===== config.mk =====
export PLATFORM = sky130hd
export DESIGN_NAME = ppa_adder
export DESIGN_NICKNAME = d
export VERILOG_FILES = /design/src/rtl/ppa_pkg.sv /design/src/rtl/ppa_bit_gp.sv /design/src/rtl/ppa_prefix_cell.sv /design/src/rtl/ppa_carry_tree.sv /design/src/rtl/ppa_sum_stage.sv /design/src/rtl/ppa_adder.sv
export SDC_FILE = /design/constraint.sdc
export NUM_CORES = 1
export LEC_CHECK = 0
export ABC_AREA = 0
export ABC_CLOCK_PERIOD_IN_PS = 2800
export CORE_MARGIN = 4
export CORE_UTILIZATION = 37
export DETAILED_ROUTE_END_ITERATION = 10
export PLACE_DENSITY = 0.89
export SYNTH_ARGS = -nofsm -noshare
export SYNTH_HDL_FRONTEND = slang
export SYNTH_SLANG_ARGS = --single-unit

===== constraint.sdc =====
create_clock -name vclk -period 2.8
set_input_delay 0.42 -clock vclk [all_inputs]
set_output_delay 0.42 -clock vclk [all_outputs]
set_load 0.02 [all_outputs]

===== src/rtl/ppa_pkg.sv =====
package ppa_pkg;

  localparam int TOPO_KOGGE_STONE    = 0;
  localparam int TOPO_BRENT_KUNG     = 1;
  localparam int TOPO_HAN_CARLSON    = 2;
  localparam int TOPO_LADNER_FISCHER = 3;

  // Number of combining levels for a tree over 2^lg nodes.
  function automatic int tree_levels(input int topo, input int lg);
    case (topo)
      TOPO_BRENT_KUNG:  return (lg <= 1) ? lg : (2 * lg - 1);
      TOPO_HAN_CARLSON: return lg + 1;
      default:          return lg;
    endcase
  endfunction

  // Lower node combined into node nd at level lv, or -1 for a buffer.
  function automatic int cell_partner(input int topo, input int lg,
                                      input int lv, input int nd);
    int d;
    int k;
    case (topo)
      TOPO_BRENT_KUNG: begin
        if (lv < lg) begin
          d = 1 << lv;
          return (((nd + 1) % (2 * d)) == 0) ? nd - d : -1;
        end
        k = 2 * lg - 2 - lv;
        d = 1 << k;
        return ((((nd + 1) % (2 * d)) == d) && (nd + 1 > 2 * d)) ? nd - d : -1;
      end
      TOPO_HAN_CARLSON: begin
        if (lv == 0) return ((nd % 2) == 1) ? nd - 1 : -1;
        if (lv < lg) begin
          d = 1 << lv;
          return (((nd % 2) == 1) && (nd > d)) ? nd - d : -1;
        end
        return (((nd % 2) == 0) && (nd >= 2)) ? nd - 1 : -1;
      end
      TOPO_LADNER_FISCHER: begin
        return (((nd >> lv) % 2) == 1) ? (((nd >> lv) << lv) - 1) : -1;
      end
      default: begin
        d = 1 << lv;
        return (nd >= d) ? nd - d : -1;
      end
    endcase
  endfunction

  // A cell is grey when its lower input already spans down to node 0.
  function automatic bit cell_is_grey(input int topo, input int lg,
                                      input int lv, input int nd);
    int q;
    q = cell_partner(topo, lg, lv, nd);
    if ((topo == TOPO_BRENT_KUNG) && (lv >= lg)) return 1'b1;
    if ((topo == TOPO_HAN_CARLSON) && (lv == lg)) return 1'b1;
    return (q < (1 << lv));
  endfunction

endpackage


===== src/rtl/ppa_bit_gp.sv =====
module ppa_bit_gp #(
  parameter int WIDTH = 32
) (
  input  logic [WIDTH-1:0] a,
  input  logic [WIDTH-1:0] b,
  output logic [WIDTH-1:0] g_bit,
  output logic [WIDTH-1:0] p_bit
);

  for (genvar i = 0; i < WIDTH; i++) begin : g_bit_gp
    assign g_bit[i] = a[i] & b[i];
    assign p_bit[i] = a[i] ^ b[i];
  end

  // a bit never both generates and propagates
  always_comb begin
    a_r2_gen_prop_disjoint: assert ((g_bit & p_bit) == '0);
  end

endmodule


===== src/rtl/ppa_prefix_cell.sv =====
module ppa_prefix_cell #(
  parameter bit BLACK = 1'b1
) (
  input  logic g_hi,
  input  logic p_hi,
  input  logic g_lo,
  input  logic p_lo,
  output logic g_out,
  output logic p_out
);

  assign g_out = g_hi | (p_hi & g_lo);

  if (BLACK) begin : g_black
    assign p_out = p_hi & p_lo;
  end else begin : g_grey
    // Span reaches the carry-in node, whose propagate is zero.
    assign p_out = 1'b0;
    always_comb begin
      a_r10_grey_span_closed: assert (!(p_hi && p_lo));
    end
  end

endmodule


===== src/rtl/ppa_carry_tree.sv =====
module ppa_carry_tree
  import ppa_pkg::*;
#(
  parameter int WIDTH    = 32,
  parameter int TOPOLOGY = TOPO_KOGGE_STONE
) (
  input  logic [WIDTH-1:0] g_bit,
  input  logic [WIDTH-1:0] p_bit,
  input  logic             carry_in,
  output logic [WIDTH:0]   carry
);

  localparam int NODES  = WIDTH + 1;
  localparam int LG     = $clog2(NODES);
  localparam int LEVELS = tree_levels(TOPOLOGY, LG);

  logic [NODES-1:0] gs [LEVELS+1];
  logic [NODES-1:0] ps [LEVELS+1];

  // Node 0 carries the carry-in; node i+1 holds bit i.
  assign gs[0] = {g_bit, carry_in};
  assign ps[0] = {p_bit, 1'b0};

  for (genvar lv = 0; lv < LEVELS; lv++) begin : g_level
    for (genvar nd = 0; nd < NODES; nd++) begin : g_node
      localparam int PARTNER = cell_partner(TOPOLOGY, LG, lv, nd);
      if (PARTNER < 0) begin : g_buf
        assign gs[lv+1][nd] = gs[lv][nd];
        assign ps[lv+1][nd] = ps[lv][nd];
      end else begin : g_cell
        localparam bit IS_BLACK = !cell_is_grey(TOPOLOGY, LG, lv, nd);
        ppa_prefix_cell #(.BLACK(IS_BLACK)) u_cell (
          .g_hi (gs[lv][nd]),
          .p_hi (ps[lv][nd]),
          .g_lo (gs[lv][PARTNER]),
          .p_lo (ps[lv][PARTNER]),
          .g_out(gs[lv+1][nd]),
          .p_out(ps[lv+1][nd])
        );
      end
    end
  end

  assign carry = gs[LEVELS];

  // every finished node spans down to the carry-in node
  always_comb begin
    a_r10_all_spans_closed: assert (ps[LEVELS] == '0);
  end

endmodule


===== src/rtl/ppa_sum_stage.sv =====
module ppa_sum_stage #(
  parameter int WIDTH = 32
) (
  input  logic [WIDTH-1:0] p_bit,
  input  logic [WIDTH:0]   carry,
  output logic [WIDTH-1:0] sum,
  output logic             carry_out
);

  assign sum       = p_bit ^ carry[WIDTH-1:0];
  assign carry_out = carry[WIDTH];

endmodule


===== src/rtl/ppa_adder.sv =====
module ppa_adder
  import ppa_pkg::*;
#(
  parameter int WIDTH    = 32,
  parameter int TOPOLOGY = TOPO_KOGGE_STONE
) (
  input  logic [WIDTH-1:0] a,
  input  logic [WIDTH-1:0] b,
  input  logic             carry_in,
  output logic [WIDTH-1:0] sum,
  output logic             carry_out
);

  logic [WIDTH-1:0] g_bit;
  logic [WIDTH-1:0] p_bit;
  logic [WIDTH:0]   carry;

  ppa_bit_gp #(.WIDTH(WIDTH)) u_gp (
    .a    (a),
    .b    (b),
    .g_bit(g_bit),
    .p_bit(p_bit)
  );

  ppa_carry_tree #(.WIDTH(WIDTH), .TOPOLOGY(TOPOLOGY)) u_tree (
    .g_bit   (g_bit),
    .p_bit   (p_bit),
    .carry_in(carry_in),
    .carry   (carry)
  );

  ppa_sum_stage #(.WIDTH(WIDTH)) u_sum (
    .p_bit    (p_bit),
    .carry    (carry),
    .sum      (sum),
    .carry_out(carry_out)
  );

  // tree carries obey the bit-serial recurrence
  always_comb begin
    a_r7_carry_in_first: assert (carry[0] == carry_in);
    for (int i = 0; i < WIDTH; i++) begin
      a_r7_carry_recurrence: assert (carry[i+1] == (g_bit[i] | (p_bit[i] & carry[i])));
    end
  end

  // result equals the arithmetic sum
  always_comb begin
    a_r1_sum_matches: assert ({carry_out, sum} ==
      ({1'b0, a} + {1'b0, b} + {{WIDTH{1'b0}}, carry_in}));
  end

endmodule


# [Word level (Yosys, flattened, before mapping)]
# Index checks and enable logic that the tools add are counted.
[totals] n_memories=0 input_bits=65 mem_bits_rw=0 mem_bits_ro=0 latchBits=0 reg_bits=0
[op_classes] bitwise=438 n_shift=0 mul=0 div_mod_pow=0 n_reduce_logical=0 eq_ne=0 addsub=0 n_lt_le_gt_ge=0 n_mux=0
[ops] operator="1-bit AND" n=270
[ops] operator="1-bit bitwise OR" n=135
[ops] operator="1-bit XOR" n=32
[ops] operator="32-bit XOR" n=1

# [Depth between registers and ports, before layout]
[logic_depth] ltp_word=12 ltp_mapped=10 ltp_nobuf=9

# [Cells and area by module]
# Synthesis repeated with hierarchy kept, for this count alone.
[unflattened] cells_unflattened=401 hier_area_um2=3086.7
[modules_own_cells] mod="ppa_prefix_cell (u_tree.g_level[0].g_node[10].g_cell.u_cell ...)" seq_area_each_um2=0.0 n_inst=103 cells_per_inst=2 area_per_inst_um2=15.0
[modules_own_cells] mod="ppa_prefix_cell (u_tree.g_level[0].g_node[1].g_cell.u_cell ...)" seq_area_each_um2=0.0 n_inst=32 cells_per_inst=3 area_per_inst_um2=18.8
[modules_own_cells] mod="ppa_bit_gp" seq_area_each_um2=0.0 n_inst=1 cells_per_inst=32 area_per_inst_um2=400.4
[modules_own_cells] mod="ppa_sum_stage" seq_area_each_um2=0.0 n_inst=1 cells_per_inst=33 area_per_inst_um2=287.8
[modules_own_cells] mod="ppa_carry_tree" seq_area_each_um2=0.0 n_inst=1 cells_per_inst=34 area_per_inst_um2=251.5

# [Worst setup path before layout]
# Ideal clock, no wire load.
[synth_timing] path_kind="input-to-output" from="input a[1]" to="output carry_out" path_slack_ns=-0.158 path_stages=9 required_ns=2.380 arrival_ns=2.538 path_cell_list="ha_1 -> o21ai_0 -> nor2_1 -> o31ai_2 -> o211ai_1 -> a21oi_1 -> o31ai_1 -> a21oi_1 -> o31ai_1"
[synth_between] elab_chain_len=12
[synth_rtl] item="start, declared" line="ppa_adder.sv:7" rtl="input logic [WIDTH-1:0] a,"
[synth_rtl] item="1-bit XOR" line="ppa_bit_gp.sv:12" rtl="assign p_bit[i] = a[i] ^ b[i];"
[synth_rtl] item="1-bit AND" line="ppa_prefix_cell.sv:12" rtl="assign g_out = g_hi | (p_hi & g_lo);"
[synth_rtl] item="1-bit bitwise OR" line="ppa_prefix_cell.sv:12"
[synth_rtl] item="1-bit AND" line="ppa_prefix_cell.sv:12"
[synth_rtl] item="1-bit bitwise OR" line="ppa_prefix_cell.sv:12"
[synth_rtl] item="1-bit AND" line="ppa_prefix_cell.sv:12"
[synth_rtl] item="1-bit bitwise OR" line="ppa_prefix_cell.sv:12"
[synth_rtl] item="1-bit AND" line="ppa_prefix_cell.sv:12"
[synth_rtl] item="1-bit bitwise OR" line="ppa_prefix_cell.sv:12"
[synth_rtl] item="1-bit AND" line="ppa_prefix_cell.sv:12"
[synth_rtl] item="1-bit bitwise OR" line="ppa_prefix_cell.sv:12"
[synth_rtl] item="1-bit bitwise OR (*)" line="ppa_prefix_cell.sv:12"
[synth_rtl] item="end, declared" line="ppa_adder.sv:11" rtl="output logic carry_out"
# Mark *: on every way between the ends. The rest lies on a longest branch, timed or not.

# [Worst setup path in the final report]
[layout_timing] from="input a[17]" to="output carry_out"
[layout_between] elab_chain_len=11
[layout_rtl] item="1-bit XOR" line="ppa_bit_gp.sv:12"
[layout_rtl] item="1-bit AND" line="ppa_prefix_cell.sv:12"
[layout_rtl] item="1-bit bitwise OR" line="ppa_prefix_cell.sv:12"
[layout_rtl] item="1-bit AND" line="ppa_prefix_cell.sv:12"
[layout_rtl] item="1-bit bitwise OR" line="ppa_prefix_cell.sv:12"
[layout_rtl] item="1-bit AND" line="ppa_prefix_cell.sv:12"
[layout_rtl] item="1-bit bitwise OR" line="ppa_prefix_cell.sv:12"
[layout_rtl] item="1-bit AND" line="ppa_prefix_cell.sv:12"
[layout_rtl] item="1-bit bitwise OR (2 in series)" line="ppa_prefix_cell.sv:12"
[layout_rtl] item="1-bit bitwise OR (*)" line="ppa_prefix_cell.sv:12"
# Marks and branches as above.

==> results.md <==
- Outcome: finished, violations left
- Failing checks: setup timing
- Finished Layout Cells: 494
- Final net count: 541
- Fin crit share: 1.19
- Starting density of the core: 0.395
- Area Growth Syn to Fin: 136%
- Pleak: 1.92 nW
- Avg Cell Area, Syn: 7.41 sq um
- Crit. End Element: output port
- Net count after synthesis: 338
- Post-DP HPWL: 6390 um
- Fin area: 4200 sq um
- Pin slew with the least headroom to its limit: 0.523 ns
- Yosys warning count: 0
- Share of layout cells above drive strength 1: 0.590
- Switch share: 0.535
- Post-Route WL: 15200 um
- Fmax: 299 MHz
- Switching power: 0.791 mW
- Number of vias per cell: 7.24
- Top Ports: 98
- Minimum clock period: 3.34 ns
- Post-Place Worst Slack: -1.20 ns
- Pint: 0.687 mW
- Synth unique cells: 50
- Startpoint class of the critical path: primary input
- Worst min path class: in -> out
- Flop pwr share: 0
- Post-synthesis cell count: 240
- Die height: 77.3 um
- Port buffer count: 98
- Final Hold Violating Endpoints: 0
- DR vias: 3578
- Tot GR Track Use: 0.344
- GRT Residual Overflow: 0
- GPL Wtd Cong: 0.911
- Routed len/inst: 30.8 um
- TNS Setup: -6.31 ns
- Setup violators final: 26
- Max-Cap Viols: 0
- Final ANT Viol Nets: 0
- Seq Cell Count: 0
- Largest net degree at the start of global routing: 8
- DRT iter0 DRCs: 595
- Max FO, Critical Path: 3
- Setup Crit Path Kind: in -> out
- Clock power share: 0
- Critical path required time: 2.38 ns
- DP Area: 3380 sq um
- Placeable core area: 4500 sq um
- Placed insts: 458
- Initial DRT Pass Iterations: 8
- Seq/Total Area, Yosys: 0
- CP arrival: 2.92 ns
- Relative slew margins: 0.647
- PD cells: 352 nW/um^2
- Die ar.: 5980 sq um
- Die width: 77.3 um
- Initial antenna violation count: 1
- Vias in the first global route: 3339
- VDD IR max: 0.000245 V
- Worst setup margin: -0.541 ns
- Fillers: 151
- Global-route wire length before repair: 16800 um
- Synthesized area: 1780 sq um
- Final core occ: 0.932
- FP Rows: 24
- Flip-flop and latch area: 0 sq um
- RSZ-0062 raised after global routing: yes
- Clock buf count: 0
- DRC Markers: 0
- Hold Buf Count CTS: 0
- Max-slew violations: 0
- Combinational power share: 1.000
layer usage:
layer  share of wire  track usage
met1            0.30        0.345
met2            0.45        0.611
met3            0.12       0.0738
met4            0.13        0.274
met5               0            0
through the flow:
| stage | hold WS, ns | total power, mW |
|---|---|---|
| after CTS | 1.37 | 1.16 |
| after global placement | 2.09 | 1.02 |
| after detailed placement | 2.12 | 1.05 |
| final | 1.39 | 1.48 |
| after global routing | 1.41 | 1.52 |
| after floorplan | 1.09 | 0.531 |
final cells by class:
cell class	instances	area, sq um	share of cell area
multi-input combinational	224	2350	0.561
tap	52	65.1	0.0155
antenna	1	2.50	0.000596
timing repair buffer	207	1740	0.414
inverter	10	37.5	0.00894
synthesized netlist by cell type, drive strengths merged, types with 2 or more instances:
library cell | instances | area (sq um)
a21oi | 32 | 160
ha | 32 | 400
nand2 | 21 | 78.8
xnor2 | 19 | 166
a21o | 14 | 106
nor2 | 14 | 52.6
o21ai | 14 | 73.8
nand3 | 12 | 60.1
inv | 10 | 37.5
xor2 | 8 | 70.1
a211oi | 6 | 45.0
o211ai | 5 | 42.5
and3 | 4 | 27.5
nand4 | 4 | 25.0
o21a | 4 | 30.0
o21bai | 4 | 30.0
a31oi | 3 | 48.8
clkbuf | 3 | 15.0
o31ai | 3 | 27.5
a21boi | 2 | 15.0
a221oi | 2 | 17.5
and2 | 2 | 13.8
and4 | 2 | 17.5
clkdlybuf4s15 | 2 | 20.0
o41ai | 2 | 36.3
or3 | 2 | 12.5
cell usage in the layout, fill, tap and decap left out, types with 3 or more instances in the layout:
cell type,instances
buf_4,114
buf_6,33
clkdlybuf4s50_1,26
ha_4,20
a21oi_1,15
nand2_1,15
xnor2_1,15
buf_2,14
a21oi_2,13
a21o_1,13
nor2_1,12
ha_1,11
dlygate4sd2_1,10
nand3_1,9
inv_1,8
o21ai_0,6
xor2_1,6
o21ai_2,5
a211oi_2,4
o21a_1,4
o211ai_1,4
a21oi_4,4
nand4_1,4
xnor2_2,4
clkbuf_2,4
nand2_4,3
nand2_2,3
o21bai_1,3
dlymetal6s2s_1,3
timing repair:
action	CTS	global route
gates resized for setup	337	81
endpoints found under the hold margin	0	0
setup endpoints to repair	30	27
setup buffers	24	20
pin swaps	69	51
worst max-delay path, cell delays in order:
cell	delay, ns
dlygate4sd2_1	0.29
ha_4	0.32
a21o_1	0.20
a21oi_1	0.07
o21ai_0	0.29
o21ai_1	0.23
o31ai_4	0.36
a21oi_2	0.15
o31ai_2	0.36
buf_4	0.22
power by group through the flow:
stage                     registers [mW]  clock network, mW  logic [mW]
after CTS                              0                  0        1.16
after global routing                   0       0.0000000478        1.52
after global placement                 0                  0        1.02
after detailed placement               0                  0        1.05
final                                  0       0.0000000478        1.48
after floorplan                        0                  0       0.531
cell families (layout without fill, tap and decap cells):
family / count (synthesis) / count (layout) / synth area share
simple gates: 65 / 65 / 0.178
compound gates: 98 / 98 / 0.400
buf+inv: 16 / 217 / 0.0465
fa+ha+maj: 33 / 33 / 0.236
xor+xnor: 27 / 27 / 0.133
mux: 1 / 1 / 0.00563
other cells: 0 / 1 / 0
path summary, 6_finish.rpt:
path | cells after the start | startpoint | slack, ns | end
max | 10 | a[17] | -0.54 | carry_out
min | 5 | a[14] | 1.39 | sum[15]
Power figures use the tool's default switching activity.
